`config.mk`:
```
export PLATFORM = sky130hd
export DESIGN_NAME = i2c_wo_slave
export DESIGN_NICKNAME = d
export VERILOG_FILES = /design/src/rtl/i2c_wo_pkg.sv /design/src/rtl/i2c_line_filter.sv /design/src/rtl/i2c_bus_events.sv /design/src/rtl/i2c_rx_ctrl.sv /design/src/rtl/i2c_wo_slave.sv
export SDC_FILE = /design/constraint.sdc
export NUM_CORES = 1
export LEC_CHECK = 0
export BUFFER_PORTS_ARGS = -buffer_cell sky130_fd_sc_hd__buf_2
export CAP_MARGIN = 20
export CORE_MARGIN = 2
export CORE_UTILIZATION = 61
export CTS_CLUSTER_DIAMETER = 120
export CTS_CLUSTER_SIZE = 40
export DETAILED_ROUTE_END_ITERATION = 8
export GPL_ROUTABILITY_DRIVEN = 0
export PLACE_DENSITY = 0.87
export SYNTH_ARGS = -nofsm -noshare
export SYNTH_HDL_FRONTEND = slang
export SYNTH_SLANG_ARGS = --single-unit
```
`constraint.sdc`:
```
create_clock -name clk -period 2.7 [get_ports clk]
set_clock_uncertainty 0.1 [all_clocks]
set_input_delay 0 -clock clk [delete_from_list [all_inputs] [get_ports clk]]
set_output_delay 0 -clock clk [all_outputs]
set_load 0.02 [all_outputs]
```
`src/rtl/i2c_wo_pkg.sv`:
```
package i2c_wo_pkg;

    localparam int BYTE_W = 8;

    typedef enum logic [2:0] {
        RX_IDLE     = 3'd0,
        RX_ADDR     = 3'd1,
        RX_ADDR_ACK = 3'd2,
        RX_DATA     = 3'd3,
        RX_DATA_ACK = 3'd4,
        RX_SKIP     = 3'd5
    } rx_state_e;

endpackage

```
`src/rtl/i2c_line_filter.sv`:
```
module i2c_line_filter #(
    parameter int SYNC_STAGES = 2,
    parameter int VOTE_TAPS   = 3
) (
    input  logic clk,
    input  logic rst_n,
    input  logic line_i,
    output logic line_o
);

    logic [SYNC_STAGES-1:0] sync_q;
    logic [VOTE_TAPS-1:0]   taps_q;

    function automatic logic vote(input logic [VOTE_TAPS-1:0] t);
        int ones;
        ones = 0;
        for (int i = 0; i < VOTE_TAPS; i++) begin
            ones = ones + int'(t[i]);
        end
        return ones > (VOTE_TAPS / 2);
    endfunction

    generate
        if (SYNC_STAGES == 1) begin : g_sync1
            always_ff @(posedge clk or negedge rst_n) begin
                if (!rst_n) sync_q <= '1;
                else        sync_q <= line_i;
            end
        end else begin : g_syncn
            always_ff @(posedge clk or negedge rst_n) begin
                if (!rst_n) sync_q <= '1;
                else        sync_q <= {sync_q[SYNC_STAGES-2:0], line_i};
            end
        end
    endgenerate

    generate
        if (VOTE_TAPS == 1) begin : g_tap1
            always_ff @(posedge clk or negedge rst_n) begin
                if (!rst_n) taps_q <= '1;
                else        taps_q <= sync_q[SYNC_STAGES-1];
            end
        end else begin : g_tapn
            always_ff @(posedge clk or negedge rst_n) begin
                if (!rst_n) taps_q <= '1;
                else        taps_q <= {taps_q[VOTE_TAPS-2:0], sync_q[SYNC_STAGES-1]};
            end
        end
    endgenerate

    always_ff @(posedge clk or negedge rst_n) begin
        if (!rst_n) line_o <= 1'b1;
        else        line_o <= vote(taps_q);
    end

endmodule

```
`src/rtl/i2c_bus_events.sv`:
```
module i2c_bus_events (
    input  logic clk,
    input  logic rst_n,
    input  logic scl_f,
    input  logic sda_f,
    output logic scl_rise,
    output logic scl_fall,
    output logic start_det,
    output logic stop_det
);

    logic scl_q;
    logic sda_q;

    always_ff @(posedge clk or negedge rst_n) begin
        if (!rst_n) begin
            scl_q <= 1'b1;
            sda_q <= 1'b1;
        end else begin
            scl_q <= scl_f;
            sda_q <= sda_f;
        end
    end

    always_comb begin
        scl_rise  = scl_f & ~scl_q;
        scl_fall  = ~scl_f & scl_q;
        start_det = scl_f & scl_q & sda_q & ~sda_f;
        stop_det  = scl_f & scl_q & ~sda_q & sda_f;
    end

endmodule

```
`src/rtl/i2c_rx_ctrl.sv`:
```
module i2c_rx_ctrl
    import i2c_wo_pkg::*;
#(
    parameter logic [5:0] ADDR_HI = 6'b011100
) (
    input  logic              clk,
    input  logic              rst_n,
    input  logic              sda_f,
    input  logic              scl_rise,
    input  logic              scl_fall,
    input  logic              start_det,
    input  logic              stop_det,
    input  logic              sel_strap,
    output logic              sda_oe,
    output logic [BYTE_W-1:0] rx_data,
    output logic              rx_valid,
    output logic              start_pulse,
    output logic              stop_pulse,
    output rx_state_e         state
);

    localparam int CNT_W = $clog2(BYTE_W + 1);

    rx_state_e         nxt;
    logic [CNT_W-1:0]  bit_cnt;
    logic [BYTE_W-1:0] shreg;
    logic              byte_full;
    logic              addr_hit;
    logic              collecting;

    always_comb begin
        byte_full  = (bit_cnt == CNT_W'(BYTE_W));
        addr_hit   = (shreg[7:2] == ADDR_HI) && (shreg[1] == sel_strap) && !shreg[0];
        collecting = (state == RX_ADDR) || (state == RX_DATA);
    end

    // next-state selection
    always_comb begin
        nxt = state;
        if (start_det) begin
            nxt = RX_ADDR;
        end else if (stop_det) begin
            nxt = RX_IDLE;
        end else begin
            unique case (state)
                RX_IDLE:     nxt = RX_IDLE;
                RX_SKIP:     nxt = RX_SKIP;
                RX_ADDR:     if (scl_fall && byte_full) nxt = addr_hit ? RX_ADDR_ACK : RX_SKIP;
                RX_ADDR_ACK: if (scl_fall) nxt = RX_DATA;
                RX_DATA:     if (scl_fall && byte_full) nxt = RX_DATA_ACK;
                RX_DATA_ACK: if (scl_fall) nxt = RX_DATA;
                default:     nxt = RX_IDLE;
            endcase
        end
    end

    // state register
    always_ff @(posedge clk or negedge rst_n) begin
        if (!rst_n) state <= RX_IDLE;
        else        state <= nxt;
    end

    // outputs and datapath
    always_ff @(posedge clk or negedge rst_n) begin
        if (!rst_n) begin
            bit_cnt     <= '0;
            shreg       <= '0;
            rx_data     <= '0;
            rx_valid    <= 1'b0;
            start_pulse <= 1'b0;
            stop_pulse  <= 1'b0;
            sda_oe      <= 1'b0;
        end else begin
            rx_valid    <= 1'b0;
            start_pulse <= 1'b0;
            stop_pulse  <= 1'b0;
            sda_oe      <= (nxt == RX_ADDR_ACK) || (nxt == RX_DATA_ACK);
            if (start_det) begin
                bit_cnt     <= '0;
                start_pulse <= 1'b1;
            end else if (stop_det) begin
                bit_cnt    <= '0;
                stop_pulse <= 1'b1;
            end else if (collecting) begin
                if (scl_rise && !byte_full) begin
                    shreg   <= {shreg[BYTE_W-2:0], sda_f};
                    bit_cnt <= bit_cnt + CNT_W'(1);
                end
                if (scl_fall && byte_full) begin
                    bit_cnt <= '0;
                    if (state == RX_DATA) begin
                        rx_data  <= shreg;
                        rx_valid <= 1'b1;
                    end
                end
            end else if (state != RX_ADDR_ACK && state != RX_DATA_ACK) begin
                bit_cnt <= '0;
            end
        end
    end

endmodule

```
`src/rtl/i2c_wo_slave.sv`:
```
module i2c_wo_slave
    import i2c_wo_pkg::*;
#(
    parameter int         SYNC_STAGES = 2,
    parameter int         VOTE_TAPS   = 3,
    parameter logic [5:0] ADDR_HI     = 6'b011100
) (
    input  logic              clk,
    input  logic              rst_n,
    input  logic              scl_i,
    input  logic              sda_i,
    input  logic              sel_strap,
    output logic              sda_oe,
    output logic [BYTE_W-1:0] rx_data,
    output logic              rx_valid,
    output logic              start_pulse,
    output logic              stop_pulse
);

    localparam int N_LINES = 2;

    logic [N_LINES-1:0] raw_lines;
    logic [N_LINES-1:0] filt_lines;
    logic               scl_filt;
    logic               sda_filt;
    logic               scl_rise;
    logic               scl_fall;
    logic               start_det;
    logic               stop_det;
    rx_state_e          rx_state;

    assign raw_lines = {sda_i, scl_i};
    assign scl_filt  = filt_lines[0];
    assign sda_filt  = filt_lines[1];

    generate
        for (genvar g = 0; g < N_LINES; g++) begin : g_line
            i2c_line_filter #(
                .SYNC_STAGES(SYNC_STAGES),
                .VOTE_TAPS  (VOTE_TAPS)
            ) u_filt (
                .clk   (clk),
                .rst_n (rst_n),
                .line_i(raw_lines[g]),
                .line_o(filt_lines[g])
            );
        end
    endgenerate

    i2c_bus_events u_events (
        .clk      (clk),
        .rst_n    (rst_n),
        .scl_f    (scl_filt),
        .sda_f    (sda_filt),
        .scl_rise (scl_rise),
        .scl_fall (scl_fall),
        .start_det(start_det),
        .stop_det (stop_det)
    );

    i2c_rx_ctrl #(
        .ADDR_HI(ADDR_HI)
    ) u_ctrl (
        .clk        (clk),
        .rst_n      (rst_n),
        .sda_f      (sda_filt),
        .scl_rise   (scl_rise),
        .scl_fall   (scl_fall),
        .start_det  (start_det),
        .stop_det   (stop_det),
        .sel_strap  (sel_strap),
        .sda_oe     (sda_oe),
        .rx_data    (rx_data),
        .rx_valid   (rx_valid),
        .start_pulse(start_pulse),
        .stop_pulse (stop_pulse),
        .state      (rx_state)
    );

endmodule

```
==> key figures <==
GRT
  – First-pass GRT wire length: roughly 4.8 mm
  – All-layer global routing usage: around 20%
  – Initial antenna violation count: 0
  – Number of global-route vias before repair: roughly 1100
  – GRT overflow: 0
  – Largest net degree at the start of global routing: 42

Route
  – Drc violations: 0
  – Drt initial violations: 9
  – Post-route ant nets: 0
  – Vias per cell: 5.87
  – First-pass DRT Iterations: 6
  – DR WL/cell: roughly 16 um
  – Final WL: 2.84 mm
  – Vias: ~1100

Hold path
  – Min-Delay Path Class: input port to register
  – Worst Hold End: u_ctrl.state[1]
  – Hold Path Stages: 5
  – Worst hold start: sel_strap

Place
  – Worst slack, placed: approximately 0.67 ns
  – Port-buffer cells: 16
  – HPWL after detailed placement: slightly below 2 mm

Synth
  – Syn avg cell area: between 10 and 15 um^2
  – Post-synth top cells: 27 x dfrtp_1, 16 x mux2_2, 14 x dfstp_2
  – Post-Synthesis Cells: about 130
  – Synth Register Bits: between 40 and 50
  – Cell with the most instances after synthesis: dfrtp_1
  – Syn_nets: about 140
  – Dominant synthesized flop cell: dfrtp_1
  – Post-synth top area share: about two fifths
  – Synthesized area: roughly 0.0017 mm^2
  – Number of synthesized flops with an enable pin: 0
  – Asr flop ratio synth: between 90% and 100%
  – Distinct cells, synth: 42
  – Post-synthesis sequential area ratio: roughly 61%
  – Leading area contributor after synthesis: dfrtp_1
  – Dominant cells by area after synthesis: dfrtp_1 39%, dfstp_2 21%, mux2_2 10%
  – Synth warn: 0

Finish
  – Layout cell share with drive strength beyond 1: a little over two fifths
  – Area growth, synth to finish: 12.9%
  – Final net count: 159
  – ANT cells: 0

STA
  – Setup repair after global routing missed its margin: no
  – Max-slew violations: 0
  – Max Clk Rate: ~490 MHz
  – Relative slew slack: 43.1%
  – # setup viols final: 0
  – Final worst slack: 0.663 ns
  – Final Hold Fails: 0
  – Crit share post-route: approximately three quarters
  – Worst Max-Slew Pin Slew: ~0.85 ns
  – Setup TNS: 0 ns
  – Fin crit period: roughly 2.0 ns

Clock network
  – CTS sink cnt: 41
  – CTS Buf Count: 5
  – Quantity of gates resized following cts: 0
  – CTS tree: built
  – Clk_lat worst skew: roughly 0.34 ns
  – Clock transition at the registers of the reported paths: 0.12 ns
  – Clock tree buffer depth: 2
  – H-tree depth: 2
  – CTS Root Cell: clkbuf_4

Setup path
  – Critical path class: register to register
  – FF-to-FF path depth: 7
  – Delay of the slowest cell on the worst path: ~0.45 ns
  – CP endpoint kind: register
  – RR Endpoint: u_ctrl.sda_oe
  – R2r setup slk: around 0.66 ns
  – Startpoint type of the worst setup path: register
  – Reg-to-Reg Start: u_ctrl.bit_cnt[0]
  – Worst path cell trace: inv_1 -> ha_1 -> nand3b_4 -> nor3_1 -> a2111oi_1 -> nor4_2 -> o211a_1
  – Worst path slowest cell: dfrtp_1
  – CP top delay family: simple AND/OR/NAND/NOR gates
  – Crit path max fanout: 5
  – CP required: between 2 and 3 ns
  – Crit path buf inv count: 1
  – Arrival @ worst endpoint: 2.22 ns

Power and ir drop
  – Power per cell area: 582 mW/mm^2
  – Leakage Power: a little over 0.9 nW
  – Maximum vdd drop: roughly 0.56 mV
  – Total chip power: ~1.1 mW

Floorplan
  – Die Wd: around 57 um
  – Row cnt: 19
  – Starting Density: around 64%
  – Area of the core: roughly 0.0027 mm^2
  – Number of I/O pins: 17
  – DIE HEIGHT: about 57 um
  – Die area: 0.00327 mm^2

Run status
  – Status: completed

Job
  – Max-cap viol count: 0
[metal layers]
metal	global-route usage, %	routed length, um
met5	0	0
met2	33.0	1510
met3	6.35	96
met4	11.6	57
met1	24.0	1180
[registers in the layout, summed over array words and instances, names as in the netlist, 2 cells and up]
signal                count
g_line.u_filt.sync_q      4
g_line.u_filt.taps_q      6
u_ctrl.shreg              8
u_ctrl.bit_cnt            4
u_ctrl.rx_data            8
u_ctrl.state              3
g_line.u_filt.line_o      2
[worst max-delay path by stage]
| stage | cells past startpoint | endpoint | from | slack (ns) |
|---|---|---|---|---|
| floorplan | 7 | u_ctrl.rx_data[0] | u_ctrl.bit_cnt[0] | 0.90 |
| global placement | 7 | u_ctrl.rx_data[7] | u_ctrl.bit_cnt[0] | 0.78 |
| detailed placement | 7 | u_ctrl.rx_data[3] | u_ctrl.bit_cnt[0] | 0.67 |
| CTS | 7 | u_ctrl.rx_data[5] | u_ctrl.bit_cnt[0] | 0.64 |
| global route | 7 | u_ctrl.rx_data[7] | u_ctrl.bit_cnt[0] | 0.56 |
| finish | 7 | u_ctrl.sda_oe | u_ctrl.bit_cnt[0] | 0.66 |
[worst reg2reg max path, stage by stage, from the launching register on]
cell       delay (ns)
dfrtp_1          0.45
inv_1            0.09
ha_1             0.20
nand3b_4         0.12
nor3_1           0.32
a2111oi_1        0.12
nor4_2           0.39
o211a_1          0.20
[where the power goes]
group,total [mW],leakage (nW),switching [mW],internal [mW]
Clock,0.438,0.0534,0.189,0.250
Combinational,0.0457,0.355,0.0291,0.0166
Sequential,0.650,0.524,0.0101,0.639
[logic make-up after synthesis]
family | after synthesis | share of synthesized area [%]
AND/OR/NAND/NOR | 36 | 14.3
adder cells (fa/ha/maj) | 4 | 2.90
XOR/XNOR | 1 | 0.508
flip-flops | 41 | 60.5
AO/OA/AOI/OAI | 21 | 8.85
multiplexers | 16 | 10.4
buffers and inverters | 8 | 2.47
[cells in the final DEF (no fill, tap or decap), drive strengths merged]
cell and count:
bufinv 1, mux2 16, or2 1, nor2 9, nand2 4, clkbuf 6, a2111oi 1, nor4bb 1
nand2b 4, a21oi 6, o2bb2ai 1, nand4 1, o21a 1, o22ai 2, dlygate4sd3 3, ha 4
o211ai 1, nor4 3, a21o 2, buf 16, or4 2, dfstp 14, nand3 3, nor3 5
or3 1, nand3b 1, nor2b 1, o21ai 2, o211a 2, a211o 1, a311o 1, inv 5
clkinv 1, dfrtp 27, xnor2 1, a31o 1
[per-stage QoR]
step,area (um^2),std cells,utilization (%),hold slack [ns]
2_1_floorplan,1720,127,-,-0.396
3_3_place_gp,1820,171,67.1,0.00548
3_5_place_dp,1820,171,67.1,0.00665
4_1_cts,1950,182,71.8,0.0459
5_1_grt,1950,182,71.8,0.0975
6_report,1950,182,71.8,0.0566
[what timing repair did]
action                    CTS  global route
setup buffers               0             0
hold endpoints to repair   29             0
hold buffers                3             0
[final cells by class]
class / count / area (um^2)
Clock buffer: 6 / 62.6
Clock inverter: 2 / 35.0
Fill cell: 194 / 763
Inverter: 5 / 18.8
Multi-Input combinational cell: 78 / 638
Sequential cell: 41 / 1040
Tap cell: 31 / 38.8
Timing Repair Buffer: 19 / 110
(Power assumes the default switching activity.)
